`config.mk`:
```
export PLATFORM = sky130hd
export DESIGN_NAME = jtag_bit_seq
export DESIGN_NICKNAME = d
export VERILOG_FILES = /design/src/rtl/jtag_bit_pkg.sv /design/src/rtl/jbs_phase_timer.sv /design/src/rtl/jbs_sequencer.sv /design/src/rtl/jbs_pin_image.sv /design/src/rtl/jtag_bit_seq.sv
export SDC_FILE = /design/constraint.sdc
export NUM_CORES = 1
export LEC_CHECK = 0
export ABC_AREA = 1
export BUFFER_PORTS_ARGS = -buffer_cell sky130_fd_sc_hd__buf_2
export CORE_MARGIN = 2
export CORE_UTILIZATION = 57
export DETAILED_ROUTE_END_ITERATION = 10
export GPL_ROUTABILITY_DRIVEN = 0
export HOLD_SLACK_MARGIN = 0.08
export PLACE_DENSITY = 0.9
export SLEW_MARGIN = 40
export SYNTH_ARGS = -nofsm -noshare
export SYNTH_HDL_FRONTEND = slang
export SYNTH_HIERARCHICAL = 1
export SYNTH_SLANG_ARGS = --single-unit
export TNS_END_PERCENT = 100
```
`constraint.sdc`:
```
create_clock -name clk -period 3.65 [get_ports clk]
set_clock_uncertainty 0.15 [all_clocks]
set_input_delay 0.73 -clock clk [delete_from_list [all_inputs] [get_ports clk]]
set_output_delay 0.73 -clock clk [all_outputs]
set_load 0.01 [all_outputs]
```
`src/rtl/jtag_bit_pkg.sv`:
```
package jtag_bit_pkg;

    localparam int IMG_W   = 8;
    localparam int TDI_POS = 6;
    localparam int TMS_POS = 1;
    localparam int TCK_POS = 0;
    localparam int TDO_POS = 7;

    typedef enum logic [2:0] {
        PH_IDLE,
        PH_SETUP,
        PH_SAMPLE,
        PH_HIGH,
        PH_LOW
    } phase_e;

    typedef struct packed {
        logic tms;
        logic tdi;
        logic capture;
    } bit_cmd_t;

    function automatic logic [IMG_W-1:0] build_image(logic tdi, logic tms, logic tck);
        logic [IMG_W-1:0] img;
        img          = '0;
        img[TDI_POS] = tdi;
        img[TMS_POS] = tms;
        img[TCK_POS] = tck;
        return img;
    endfunction

    function automatic int unsigned phase_floor(int unsigned sys_hz, int unsigned max_hz);
        int unsigned q;
        q = (sys_hz + 2 * max_hz - 1) / (2 * max_hz);
        return (q < 1) ? 1 : q;
    endfunction

endpackage

```
`src/rtl/jbs_phase_timer.sv`:
```
module jbs_phase_timer #(
    parameter int W = 8
) (
    input  logic         clk,
    input  logic         rst,
    input  logic         load,
    input  logic [W-1:0] len,
    output logic         last
);
    logic [W-1:0] cnt;

    always_ff @(posedge clk) begin
        if (rst)
            cnt <= '0;
        else if (load)
            cnt <= len - W'(1);
        else if (cnt != '0)
            cnt <= cnt - W'(1);
    end

    assign last = (cnt == '0);
endmodule

```
`src/rtl/jbs_sequencer.sv`:
```
module jbs_sequencer
    import jtag_bit_pkg::*;
(
    input  logic   clk,
    input  logic   rst,
    input  logic   cmd_valid,
    input  logic   cmd_capture,
    input  logic   timer_last,
    output phase_e state,
    output logic   accept,
    output logic   load,
    output logic   tck_rise,
    output logic   tck_fall,
    output logic   sample_now,
    output logic   finish
);
    phase_e next;
    logic   cap_q;

    always_comb begin
        next       = state;
        accept     = 1'b0;
        load       = 1'b0;
        tck_rise   = 1'b0;
        tck_fall   = 1'b0;
        sample_now = 1'b0;
        finish     = 1'b0;
        case (state)
            PH_IDLE: if (cmd_valid) begin
                accept = 1'b1;
                load   = 1'b1;
                next   = PH_SETUP;
            end
            PH_SETUP: if (timer_last) begin
                load = 1'b1;
                if (cap_q) begin
                    next = PH_SAMPLE;
                end else begin
                    next     = PH_HIGH;
                    tck_rise = 1'b1;
                end
            end
            PH_SAMPLE: begin
                sample_now = 1'b1;
                tck_rise   = 1'b1;
                load       = 1'b1;
                next       = PH_HIGH;
            end
            PH_HIGH: if (timer_last) begin
                tck_fall = 1'b1;
                load     = 1'b1;
                next     = PH_LOW;
            end
            PH_LOW: if (timer_last) begin
                finish = 1'b1;
                next   = PH_IDLE;
            end
            default: next = PH_IDLE;
        endcase
    end

    always_ff @(posedge clk) begin
        if (rst) begin
            state <= PH_IDLE;
            cap_q <= 1'b0;
        end else begin
            state <= next;
            if (accept)
                cap_q <= cmd_capture;
        end
    end


    accept_idle_chk: assert property (@(posedge clk) disable iff (rst)
        accept |-> (state == PH_IDLE));


    sample_path_chk: assert property (@(posedge clk) disable iff (rst)
        (state == PH_SAMPLE) |-> $past(state) == PH_SETUP && cap_q);
endmodule

```
`src/rtl/jbs_pin_image.sv`:
```
module jbs_pin_image
    import jtag_bit_pkg::*;
#(
    parameter bit INVERT_TDO = 1'b1
) (
    input  logic             clk,
    input  logic             rst,
    input  logic             accept,
    input  bit_cmd_t         cmd,
    input  logic             tck_rise,
    input  logic             tck_fall,
    input  logic             sample_now,
    input  logic             finish,
    input  logic [IMG_W-1:0] port_in,
    output logic [IMG_W-1:0] port_out,
    output logic             tdo_bit,
    output logic             done
);
    logic tdi_q, tms_q, tck_q, tdo_q, done_q;
    logic unused_port_bits;

    assign unused_port_bits = ^{port_in[TDO_POS-1:0], cmd.capture};

    always_ff @(posedge clk) begin
        if (rst) begin
            tdi_q  <= 1'b0;
            tms_q  <= 1'b1;
            tck_q  <= 1'b0;
            tdo_q  <= 1'b0;
            done_q <= 1'b0;
        end else begin
            done_q <= finish;
            if (accept) begin
                tdi_q <= cmd.tdi;
                tms_q <= cmd.tms;
                tdo_q <= 1'b0;
            end
            if (tck_rise)
                tck_q <= 1'b1;
            else if (tck_fall)
                tck_q <= 1'b0;
            if (sample_now)
                tdo_q <= port_in[TDO_POS] ^ INVERT_TDO;
        end
    end

    assign port_out = build_image(tdi_q, tms_q, tck_q);
    assign tdo_bit  = tdo_q;
    assign done     = done_q;


    image_zero_chk: assert property (@(posedge clk) disable iff (rst)
        (port_out & 8'hBC) == 8'h00);


    done_pulse_chk: assert property (@(posedge clk) disable iff (rst)
        done |=> !done);


    tdo_hold_chk: assert property (@(posedge clk) disable iff (rst)
        (!accept && !sample_now) |=> $stable(tdo_q));
endmodule

```
`src/rtl/jtag_bit_seq.sv`:
```
module jtag_bit_seq
    import jtag_bit_pkg::*;
#(
    parameter int          DIV_W      = 8,
    parameter bit          INVERT_TDO = 1'b1,
    parameter int unsigned SYS_CLK_HZ = 100_000_000,
    parameter int unsigned TCK_MAX_HZ = 18_000_000
) (
    input  logic             clk,
    input  logic             rst,
    input  logic             cmd_valid,
    input  logic             cmd_tms,
    input  logic             cmd_tdi,
    input  logic             cmd_capture,
    input  logic [DIV_W-1:0] div_len,
    input  logic [7:0]       port_in,
    output logic [7:0]       port_out,
    output logic             busy,
    output logic             done,
    output logic             tdo_bit
);
    localparam int unsigned MIN_DIV = phase_floor(SYS_CLK_HZ, TCK_MAX_HZ);
    localparam logic [DIV_W-1:0] MIN_DIV_V = DIV_W'(MIN_DIV);

    phase_e           state;
    logic             accept, load, tck_rise, tck_fall, sample_now, finish, last;
    logic [DIV_W-1:0] eff_now, eff_q, len;
    bit_cmd_t         cmd;

    assign cmd     = '{tms: cmd_tms, tdi: cmd_tdi, capture: cmd_capture};
    assign eff_now = (div_len < MIN_DIV_V) ? MIN_DIV_V : div_len;
    assign len     = accept ? eff_now : eff_q;
    assign busy    = (state != PH_IDLE);

    always_ff @(posedge clk) begin
        if (rst)
            eff_q <= MIN_DIV_V;
        else if (accept)
            eff_q <= eff_now;
    end

    jbs_sequencer u_seq (
        .clk        (clk),
        .rst        (rst),
        .cmd_valid  (cmd_valid),
        .cmd_capture(cmd_capture),
        .timer_last (last),
        .state      (state),
        .accept     (accept),
        .load       (load),
        .tck_rise   (tck_rise),
        .tck_fall   (tck_fall),
        .sample_now (sample_now),
        .finish     (finish)
    );

    jbs_phase_timer #(.W(DIV_W)) u_timer (
        .clk (clk),
        .rst (rst),
        .load(load),
        .len (len),
        .last(last)
    );

    jbs_pin_image #(.INVERT_TDO(INVERT_TDO)) u_img (
        .clk       (clk),
        .rst       (rst),
        .accept    (accept),
        .cmd       (cmd),
        .tck_rise  (tck_rise),
        .tck_fall  (tck_fall),
        .sample_now(sample_now),
        .finish    (finish),
        .port_in   (port_in),
        .port_out  (port_out),
        .tdo_bit   (tdo_bit),
        .done      (done)
    );


    pins_stable_chk: assert property (@(posedge clk) disable iff (rst)
        (busy && $past(busy)) |-> ($stable(port_out[TDI_POS]) && $stable(port_out[TMS_POS])));


    rise_after_sample_chk: assert property (@(posedge clk) disable iff (rst)
        sample_now |=> port_out[TCK_POS]);


    tck_low_idle_chk: assert property (@(posedge clk) disable iff (rst)
        !busy |-> !port_out[TCK_POS]);
endmodule

```
* Word-level counts from Yosys, hierarchy flattened *
Index checks and enable logic that the tools add are counted.

word-level totals
  word-level logic and storage cells = 55
  register bits = 25

operators by class
  magnitude comparators = 1
  muxes and demuxes = 23
  bitwise operators = 2
  equality and inequality tests = 8
  reductions and logical operators = 10
  $add $sub $neg = 2

operator list
  kind                                                                   count
  8-bit two-way mux                                                      4
  8-bit by 1-bit subtractor with 8-bit output, second input constant     2
  3-bit one-hot mux with 5 select lines                                  1
  1-bit two-way mux                                                      12
  3-bit two-way mux                                                      4
  8-bit logical NOT                                                      1
  8-bit by 2-bit < comparator with 1-bit output, second input constant   1
  2-bit != test, second input constant                                   4
  8-bit nonzero test                                                     1
  3-bit by 2-bit equality test with 1-bit output, second input constant  2
  2-bit nonzero test                                                     3
  4-bit AND reduction                                                    1
  2-bit OR reduction                                                     2
  3-bit by 1-bit equality test with 1-bit output, second input constant  1
  3-bit equality test, second input constant                             1
  3-bit logical NOT                                                      1
  1-bit one-hot mux with 3 select lines                                  1
  3-bit nonzero test                                                     1
  1-bit inverter                                                         2
  1-bit one-hot mux with 2 select lines                                  1

* Longest topological paths before layout *
Gate-level depths: netlist of the first run.

  depth in word-level cells = 5
  mapped depth = 22
  depth with buffers taken out = 21

* Cells and area by module *
The synthesis of the first run kept the hierarchy.

by module, submodules not included
  module           instances  area an instance (um^2)  seq. area each (um^2)  cells an instance
  jbs_phase_timer  1          535.5                    160.2                  83
  jtag_bit_seq     1          370.4                    160.2                  56
  jbs_sequencer    1          285.3                    80.1                   47
  jbs_pin_image    1          246.5                    100.1                  33

* Least setup slack after synthesis of the first run *
Ideal clock, no wire load.

  kind = in2reg
  from = input cmd_valid
  to = register u_timer.cnt[6]
  library setup time = 122 ps
  arrival time = 2087 ps
  setup slack = 1291 ps
  stages on the path = 19
  path buffers = 1
  data required time = 3378 ps
  cells stage by stage = nand2_2 inv_2 buf_6 inv_6 nor2_2 o21ai_1 nand2_1 inv_1 nor2_1 nor2_2 inv_1 ha_1 inv_1 nor2_2 nand3_1 nand2_1 inv_1 nor2_1 nor2_1

on the way
  longest elaborated chain between the ends = 5
  elaborated cells on any way between the ends = 7

RTL lines
  element                                      RTL line               RTL
  from (decl)                                  jtag_bit_seq.sv:11     input logic cmd_valid,
  1-bit two-way mux                            jbs_sequencer.sv:29    PH_IDLE: if (cmd_valid) begin
  1-bit two-way mux                            jbs_sequencer.sv:28    case (state)
  named net accept                             jtag_bit_seq.sv:26     logic accept, load, tck_rise, tck_fall, sample_now, finish, last;
  8-bit two-way mux                            -
  named net len[0]                             jtag_bit_seq.sv:27     logic [DIV_W-1:0] eff_now, eff_q, len;
  8-bit by 1-bit subtractor with 8-bit output  jbs_phase_timer.sv:16  cnt <= len - W'(1);
  8-bit two-way mux                            jbs_phase_timer.sv:15  else if (load)
  to (signal assigned)                         jbs_phase_timer.sv:16
  to (signal assigned)                         jbs_phase_timer.sv:18  cnt <= cnt - W'(1);
  to (decl)                                    jbs_phase_timer.sv:10  logic [W-1:0] cnt;

The timed path passes the listed nets, and every way through them passes these cells.
A chain may end at the register's enable or synchronous reset.

* Worst setup path in the final report of the first run *
  from = register u_seq.state[1]
  to = register u_timer.cnt[4]

on the way
  longest elaborated chain between the ends = 5
  elaborated cells on any way between the ends = 11

RTL lines
  element                                      RTL line               RTL
  from (decl)                                  jbs_sequencer.sv:9     output phase_e state,
  from (signal assigned)                       jbs_sequencer.sv:67    state <= next;
  3-bit logical NOT                            jbs_sequencer.sv:28
  1-bit two-way mux                            jbs_sequencer.sv:28
  named net accept                             jtag_bit_seq.sv:26
  8-bit two-way mux                            -
  named net len[0]                             jtag_bit_seq.sv:27
  8-bit by 1-bit subtractor with 8-bit output  jbs_phase_timer.sv:16
  8-bit two-way mux                            jbs_phase_timer.sv:15

The timed path passes the listed nets, and every way through them passes these cells.

==> reports/metrics.cfg, run 1 <==
[finish]
fin_area_mm2=0.00154
syn2layout_area_growth_pct=7.31
nets=262
postLayoutCoreUtil=0.634
diodes=0
drive_gt1_frac=0.252

[drt]
first_iter_violations=9
routed_wl_um=2560
drt-vias-per-instance=4.79
vias=1284
wl_per_cell_um=9.54
first_pass_iters=4
drtAntennaViolNets=0
route.detailed.drc=0

[power]
peakVddDrop_mv=0.594
finalPower_mw=1.34
p_leak_nw=0.798
power_density_mw_per_mm2=868

[setup_path]
cp_slowest_cell=dfxtp_1
crit_start=u_seq/state[1]
required_ns=3.71
critPathArrivalTime_ns=2.55
endpoint_kind=flop
worstPathCellList=nor2_2 > nand2_2 > clkinv_2 > nand2_2 > inv_2 > inv_6 > nor2_2 > o21ai_1 > nand2_1 > inv_1 > nor2_1 > nor2_2 > inv_1 > ha_1 > inv_1 > nor2_2 > inv_1 > o21ai_0 > a21oi_1
slowest_delay_ns=0.38
cp_max_fo=13
rr_startpoint=u_seq/state[1]
worstSetupPathType=flop to flop
start_kind=flop
worst_r2r_path_depth=19

[sta]
fmax_mhz=402
setup_viol=0
finalHoldWorstSlack_ns=0.326
period_minus_slack_ns=2.49
hold_violations=0
slew_violations=0
fin_setup_tns_ns=0
fin_crit_sh=0.682
rsz0062_at_grt=no

[floorplan]
dieHeight_um=54.2
die_w_um=54.2
die_area_mm2=0.00294
rows=18
start_util=0.591
core_mm2=0.00243
pin_count=33

[clock_tree]
clockBufferDepth=2
cts_root_buffer=clkbuf_4
cts_resized=0
clk_pin_slew_ns=0.14
ctsHoldBuffers=0
numCtsBuffers=3
cts_tree=done
htree_levels=1
cts.sinks=25
clkLatencyLatePin_ns=0.31
cts_setup_buffers=0

[placement]
io_buffers=20
place_area_mm2=0.00152
place_hpwl_um=2040

[grt]
grt_max_degree=15
grt_pass1_vias=1165
track_usage=0.200
grt_pass1_wl_um=4350
grt-ovfl-total=0
antenna_found_initial=0

[logic_synthesis]
ys_ff_latch=25
synth_edf_count=0
seq_area_frac_synth=0.348
yosysUniqueCellTypes=27
ys_top_cells_by_area=dfxtp_1 (35%), nand2_1 (16%), inv_1 (7.0%), nand2_2 (6.5%), nor2_1 (6.5%)
synth.cells.most_frequent=nand2_1 (62), inv_1 (27), dfxtp_1 (25), nor2_1 (25), nand2_2 (15)
synth_ff_type=dfxtp_1
syn_area_mm2=0.00144
synth_top_area_frac=0.348
yosysWarnings=6
yosysMostFrequentCell=nand2_1
synth_cells=219
syn_area_per_cell_um2=6.56
yosysTopAreaCell=dfxtp_1
synthArstFlopShare=0

[worst_hold_path]
min_from=u_img/tck_q
holdPathStages=2
min_path_type=flop to flop

[status]
status=finished, final reports clean

[flow_run]
maxCapViolations=0

-- registers in the layout, summed over array words and instances (netlist names) --
| register | count |
|---|---|
| eff_q | 8 |
| u_timer/cnt | 8 |
| u_seq/state | 3 |
| u_img/done | 1 |
| u_img/tck_q | 1 |
| u_img/tdi_q | 1 |
| u_img/tdo_bit | 1 |
| u_img/tms_q | 1 |
| u_seq/cap_q | 1 |
-- placed cells by master, fill, tap and decap left out --
master / n
buf_4: 1
nor2_1: 25
inv_6: 2
and2_4: 1
and2_1: 1
nand3_1: 10
a31oi_1: 1
dfxtp_1: 25
nor2_4: 2
inv_1: 27
inv_2: 4
buf_2: 20
nor2_2: 7
o21ai_1: 3
nand3_2: 1
clkinv_2: 2
conb_1: 5
o21ai_0: 2
or3_1: 1
nand2_1: 62
o211ai_1: 1
clkbuf_4: 3
ha_1: 1
nand2_2: 15
xor2_1: 1
nand4_1: 1
a21oi_1: 12
a21oi_2: 2
-- stage by stage --
stage          cells  worst slack, ns
6_report         268             1.16
5_1_grt          268            0.871
4_1_cts          268             1.16
3_5_place_dp     264            0.985
3_3_place_gp     264             1.00
2_1_floorplan    223             1.29
-- routing by layer --
metal  vias up  global-route usage  part of all wire
met2        23               0.382              0.52
li1        694                   -                 -
met3         2              0.0246             0.035
met5         -                   0                 0
met1       565               0.221              0.44
met4         0              0.0792            0.0035
-- critical path, delay by kind of cell (launching register included) --
kind / cells / cell delay, ns
AOI/OAI and AO/OA: 3 / 0.30
buffers and inverters: 7 / 0.59
and+or+nand+nor: 8 / 0.82
DFF: 1 / 0.38
adders and majority gates: 1 / 0.12
-- path summary, 6_finish.rpt --
kind               endpoint  slack (ns)
min             u_img/tck_q        0.33
max          u_timer/cnt[4]        1.16
min reg2reg     u_img/tck_q        0.33
max reg2reg  u_timer/cnt[4]        1.16
-- where the power goes --
group	leakage [nW]	internal, mW	switching, mW
combinational	0.575	0.296	0.528
clock	0.0177	0.0409	0.0798
sequential	0.206	0.350	0.0454
total	0.798	0.687	0.653
-- cells by family (layout without fill, tap and decap cells) --
| logic type | count (synthesis) | count (layout) | synth area share |
|---|---|---|---|
| buf+inv | 44 | 59 | 0.154 |
| flops | 25 | 25 | 0.348 |
| xor+xnor | 1 | 1 | 0.00609 |
| simple gates | 126 | 126 | 0.399 |
| compound gates | 21 | 21 | 0.0809 |
| other cells | 1 | 5 | 0.00261 |
| fa+ha+maj | 1 | 1 | 0.00870 |
-- layout make-up --
type | instances | area, µm²
fill | 246 | 890
clock inverter | 1 | 5.00
sequential | 25 | 500
tap | 30 | 37.5
timing repair buffer | 21 | 108
inverter | 34 | 139
clock buffer | 3 | 22.5
multi-input combinational | 154 | 731
No activity file was read; power rests on OpenSTA's default activity.
==> inputs of run 2 (changes only) <==
- ABC_AREA: 1 -> 0
- CORE_UTILIZATION: 57 -> 52
- PLACE_DENSITY: 0.9 -> 0.84
- clock period: 3.65 -> 2.5 ns (I/O delays scaled with it)
==> run 2 against run 1 <==
The run now ends with setup timing left. Hold slack got worse by 0.089 ns. Largest cell class unchanged. Global-route usage rose by 0.98 points. Worst setup slack worse by 1.3 ns. Sequential power is 39% higher. Highest routed layer unchanged.
==> reports/metrics.cfg, run 2 <==
[logic_synthesis]
seq_area_frac_synth=0.374  ; +0.0261
ys_ff_latch=25  ; unchanged
synth.cells.most_frequent=dfxtp_1 (25), mux2i_1 (13), nor2_1 (10)
yosysMostFrequentCell=dfxtp_1
yosysTopAreaCell=dfxtp_1
synthArstFlopShare=0  ; unchanged
yosysUniqueCellTypes=44  ; +63%
syn_area_per_cell_um2=9.62  ; +47%
yosysWarnings=6  ; unchanged
synth_edf_count=0  ; unchanged
syn_area_mm2=0.00134  ; -7.0%
synth_ff_type=dfxtp_1
synth_cells=139  ; -37%
synth_top_area_frac=0.374  ; +0.0261
ys_top_cells_by_area=dfxtp_1 (37%), mux2i_1 (9.7%), mux2_2 (5.1%), buf_4 (4.5%), and2_1 (3.3%)

[floorplan]
core_mm2=0.00245  ; +0.93%
die_area_mm2=0.00299  ; +1.8%
rows=18  ; unchanged
dieHeight_um=54.7  ; +0.91%
pin_count=33  ; unchanged
start_util=0.545  ; -0.0462
die_w_um=54.7  ; +0.91%

[sta]
relSlewSlack=0.661
period_minus_slack_ns=2.61  ; +0.118 ns
rsz0062_at_grt=yes
hold_violations=0  ; unchanged
layout_setup_ws_ns=-0.107  ; -1.27 ns
setup_viol=3  ; +3
worstMarginPinSlew_ns=0.505
fmax_mhz=384  ; -4.5%
fin_crit_sh=1.04  ; +0.361
slew_violations=0  ; unchanged

[setup_path]
start_kind=flop
critPathArrivalTime_ns=2.66  ; +0.11 ns
worst_r2r_path_depth=7  ; -12
endpoint_kind=flop
required_ns=2.55  ; -1.16 ns
worstSetupPathType=flop to flop
cp_max_fo=7  ; -6

[placement]
place_hpwl_um=2130  ; +4.2%
io_buffers=20  ; unchanged
dp_cells=210  ; -20%

[drt]
first_pass_iters=4  ; unchanged
routed_wl_um=2990  ; +17%
vias=1163  ; -9.4%
drtAntennaViolNets=0  ; unchanged
route.detailed.drc=0  ; unchanged
first_iter_violations=29  ; +20
wl_per_cell_um=13.8  ; +45%
drt-vias-per-instance=5.38  ; +12%

[status]
status=finished, violations left
violations=setup timing

[power]
finalPower_mw=1.80  ; +34%
peakVddDrop_mv=0.653  ; +10%
power_density_mw_per_mm2=1030  ; +18%
p_leak_nw=0.780  ; -2.2%

[worst_hold_path]
holdPathStages=2  ; unchanged
min_path_type=input port to flop

[flow_run]
maxCapViolations=0  ; unchanged

[finish]
finalNonFillerCells=216  ; -19%
reg_top3=eff_q x8, u_timer/cnt x8, u_seq/state x3
syn2layout_area_growth_pct=30.7
mostFrequentLayoutCells=buf_4 (30), dfxtp_1 (23), buf_2 (20), mux2i_1 (10), nor2_1 (10)
postLayoutCoreUtil=0.712  ; +0.0778
diodes=0  ; unchanged
mostFrequentLayoutCell=buf_4
drive_gt1_frac=0.452  ; +0.200
nets=210  ; -20%

[clock_tree]
clockBufferDepth=2  ; unchanged
numCtsBuffers=3  ; unchanged
ctsHoldBuffers=0  ; unchanged
cts_tree=done
clkLatencyLatePin_ns=0.31  ; about the same
cts_root_buffer=clkbuf_4
htree_levels=1  ; unchanged
clk_pin_slew_ns=0.13  ; about the same
cts.sinks=25  ; unchanged

[grt]
grt_pass1_vias=1108  ; -4.9%
grt_pass1_wl_um=4530  ; +4.1%
antenna_found_initial=0  ; unchanged
grt_max_degree=14  ; -1
track_usage=0.210  ; +0.00978
grt-ovfl-total=0  ; unchanged

-- run 2: cell types whose count changed after synthesis, sizes merged, moves of 4 or more --
cell,change
nor2,-24
or3,+4
mux2i,+13
and2,+5
nand3,-11
nor3,+6
a21oi,-7
mux2,+6
xnor2,+4
inv,-28
nand2,-75
-- run 2: critical path, stage by stage, from the launching register on --
cell and delay [ns]:
dfxtp_2 0.36, nor4b_4 0.31, buf_6 0.19, mux2_4 0.32, or4b_4 0.54, a222oi_1 0.38, xor2_1 0.19, nor2_1 0.05
-- run 2: path summary, 6_finish.rpt --
kind / startpoint / to / slack [ns]
hold reg to reg: u_img/tck_q / u_img/tck_q / 0.33
setup reg to reg: u_seq/state[1] / u_timer/cnt[7] / -0.11
hold / removal: cmd_tms / u_img/tms_q / 0.24
setup / recovery: u_seq/state[1] / u_timer/cnt[7] / -0.11
-- run 2: cells by family (layout without fill, tap and decap cells) --
| group | Yosys count | after routing | share of synthesized area |
|---|---|---|---|
| fa+ha+maj | 1 | 1 | 0.00935 |
| other cells | 1 | 5 | 0.00280 |
| flops | 25 | 25 | 0.374 |
| compound gates | 22 | 22 | 0.112 |
| buf+inv | 17 | 60 | 0.0833 |
| simple gates | 48 | 48 | 0.231 |
| xor+xnor | 6 | 6 | 0.0393 |
| mux | 19 | 19 | 0.148 |
-- run 2: routing by layer --
layer	wire length, µm	part of all wire	GRT usage	up-vias
li1	-	-	-	578
met1	1270	0.42	0.251	545
met2	1510	0.50	0.365	36
met3	167	0.056	0.0301	4
met4	48	0.016	0.0958	0
met5	0	0	0	-
-- run 2: cell type report --
| type | instances | area (µm²) |
|---|---|---|
| Tap cell | 30 | 37.5 |
| Timing Repair Buffer | 51 | 337 |
| Sequential cell | 25 | 503 |
| Inverter | 5 | 18.8 |
| Clock buffer | 4 | 26.3 |
| Multi-Input combinational cell | 101 | 826 |
| Fill cell | 179 | 707 |
-- run 2: metrics by stage --
| step | worst slack (ns) | instance area (µm²) | hold WS (ns) | setup TNS (ns) |
|---|---|---|---|---|
| floorplan | -0.211 | 1380 | 0.294 | -0.278 |
| global placement | -0.286 | 1640 | 0.306 | -1.14 |
| detailed placement | -0.373 | 1640 | 0.317 | -1.66 |
| CTS | -0.103 | 1700 | 0.229 | -0.188 |
| global route | -0.277 | 1750 | 0.231 | -0.750 |
| finish | -0.107 | 1750 | 0.237 | -0.168 |
-- run 2: power breakdown --
part	switching, mW	internal (mW)
clock	0.116	0.0624
sequential	0.0594	0.489
combinational	0.492	0.579
total	0.667	1.13
-- run 2: repair_timing --
action,4_1_cts,5_1_grt
resized for setup,11,6
pin swaps,5,6
setup buffers,1,1
gates cloned,0,0
endpoints found under the setup margin,6,6
==> inputs of run 3 (changes only) <==
- CORE_UTILIZATION: 52 -> 54
- CTS_BUF_LIST: not set -> sky130_fd_sc_hd__clkbuf_8
- PLACE_DENSITY: 0.84 -> not set
- PLACE_DENSITY_LB_ADDON: not set -> 0.2
==> run 3 against run 2 <==
The flow still finishes with violations (setup timing). Fmax about the same. Non-clock buffer count is 1 lower. Count of clock-buffer cells in the layout is 1 lower. Sequential cell count stayed put. Utilization is 1.0 points higher. Register-to-register slack hardly changed. Hold slack better by 0.054 ns. Die area down 3.4%. Clock power up 33%. Total power is 1.0% higher. Largest cell class unchanged.
==> reports/metrics.cfg, run 3 (same netlist as run 2, synthesis figures left out) <==
[status]
status=finished, violations left
violations=setup timing

[drt]
drt-vias-per-instance=5.27  ; -2.1%
first_iter_violations=15  ; -48%
first_pass_iters=4  ; unchanged
route.detailed.drc=0  ; unchanged
wl_per_cell_um=14.2  ; +2.3%
vias=1133  ; -2.6%
drtAntennaViolNets=0  ; unchanged
routed_wl_um=3050  ; +1.8%

[power]
p_seq_frac=0.302  ; -0.003
p_switching_mw=0.668  ; about the same
netSwitchingFraction=0.367  ; -0.00366
clockPowerShare=0.130  ; +0.031
p_leak_nw=0.788  ; +1.1%
comb_power_share=0.568  ; -0.028
peakVddDrop_mv=0.594  ; -9.0%
p_int_mw=1.15  ; +1.6%
power_density_mw_per_mm2=1040  ; +1.5%

[setup_path]
cp_max_fo=5  ; -2
worst_r2r_path_depth=7  ; unchanged
r2r_setup_slack_ns=-0.11  ; about the same
start_kind=flop
worstSetupPathType=flop to flop
required_ns=2.50  ; -0.05 ns
rr_startpoint=u_seq/state[1]
endpoint_kind=flop
critPathArrivalTime_ns=2.61  ; -0.05 ns
regToRegEndpoint=u_timer/cnt[7]

[floorplan]
die_area_mm2=0.00289  ; -3.4%
core_mm2=0.00241  ; -1.8%
die_w_um=53.8  ; -1.7%
pin_count=33  ; unchanged
start_util=0.555  ; +0.0102
dieHeight_um=53.8  ; -1.7%
rows=18  ; unchanged

[sta]
layout_setup_ws_ns=-0.107  ; -0.000649 ns
finalHoldWorstSlack_ns=0.291  ; +0.0540 ns
fmax_mhz=384  ; about the same
setup_viol=5  ; +2
rsz0062_at_grt=yes
period_minus_slack_ns=2.61  ; +0.000649 ns
fin_crit_sh=1.04  ; about the same
hold_violations=0  ; unchanged
slew_violations=0  ; unchanged
fin_setup_tns_ns=-0.304  ; -0.137 ns

[grt]
grt_pass1_vias=1090  ; -1.6%
antenna_found_initial=0  ; unchanged
grt-ovfl-total=0  ; unchanged
grt_max_degree=14  ; unchanged
grt_pass1_wl_um=4710  ; +3.8%
track_usage=0.229  ; +0.0194

[flow_run]
maxCapViolations=0  ; unchanged

[placement]
dp_slack_ns=-0.361  ; +0.0117 ns
io_buffers=20  ; unchanged
place_area_mm2=0.00162  ; -0.92%
place_hpwl_um=2190  ; +2.8%

[finish]
nets=209  ; -0.48%
drive_gt1_frac=0.416  ; -0.0354
mostFrequentLayoutCell=buf_4
mostFrequentLayoutCells=buf_4 (28), dfxtp_1 (23), buf_2 (20), mux2i_1 (11), nor2_1 (10)
diodes=0  ; unchanged
syn2layout_area_growth_pct=30.1
fin_area_mm2=0.00174  ; -0.43%
reg_top3=eff_q x8, u_timer/cnt x8, u_seq/state x3

[clock_tree]
cts_tree=done
htree_levels=1  ; unchanged
clk_pin_slew_ns=0.09  ; -0.04 ns
numCtsBuffers=3  ; unchanged
cts_root_buffer=clkbuf_8
ctsHoldBuffers=0  ; unchanged
clockBufferDepth=2  ; unchanged
cts.sinks=25  ; unchanged
clkLatencyLatePin_ns=0.27  ; -0.04 ns

[worst_hold_path]
holdPathStages=2  ; unchanged
min_from=cmd_tms
min_path_type=input port to flop
worst_hold_path.endpoint=u_img/tms_q

[run 3: worst max-delay path by stage]
stage	slack [ns]	endpoint	start	cells past startpoint
after global placement	-0.27	u_timer/cnt[7]	cmd_valid	9
final	-0.11	u_timer/cnt[7]	u_seq/state[1]	7
after global routing	-0.23	u_timer/cnt[7]	u_seq/state[1]	7
after floorplan	-0.21	u_timer/cnt[7]	cmd_valid	8
after detailed placement	-0.36	u_timer/cnt[7]	cmd_valid	9
after CTS	-0.11	u_timer/cnt[7]	u_seq/state[2]	8
[run 3: what timing repair did]
item | in CTS | in global routing
buffers inserted | 2 | 1
pin swaps | 4 | 4
setup endpoints to repair | 6 | 6
resized for setup | 4 | 8
[run 3: power by group through the flow]
stage               logic [mW]  clock network [mW]  registers [mW]
floorplan                0.653                   0           0.551
global placement         0.920                   0           0.543
CTS                      0.987               0.241           0.542
finish                    1.03               0.236           0.548
global route              1.12               0.251           0.559
detailed placement       0.955                   0           0.549
[run 3: metal layers]
layer,global-route usage,share of wire,up-vias
li1,-,-,572
met1,0.277,0.45,530
met2,0.398,0.49,25
met3,0.0250,0.036,6
met4,0.115,0.023,0
met5,0,0,-
[run 3: critical path, cell delays in order (launching register included)]
cell	delay (ns)
dfxtp_2	0.34
nor4b_4	0.31
buf_6	0.19
mux2_4	0.31
or4b_4	0.54
a222oi_1	0.39
xor2_1	0.21
nor2_1	0.05
[run 3: final cells by class]
cell class	count	area [µm²]
multi-input combinational	101	803
fill	185	669
sequential	25	503
timing repair buffer	50	333
clock buffer	3	41.3
tap	30	37.5
inverter	5	18.8
clock inverter	1	3.75
[run 3: per-stage QoR]
stage | util | power, mW | cells
after floorplan | - | 1.20 | 143
after global placement | 0.672 | 1.46 | 208
after detailed placement | 0.672 | 1.50 | 208
after CTS | 0.704 | 1.77 | 214
after global routing | 0.722 | 1.93 | 215
final | 0.722 | 1.82 | 215
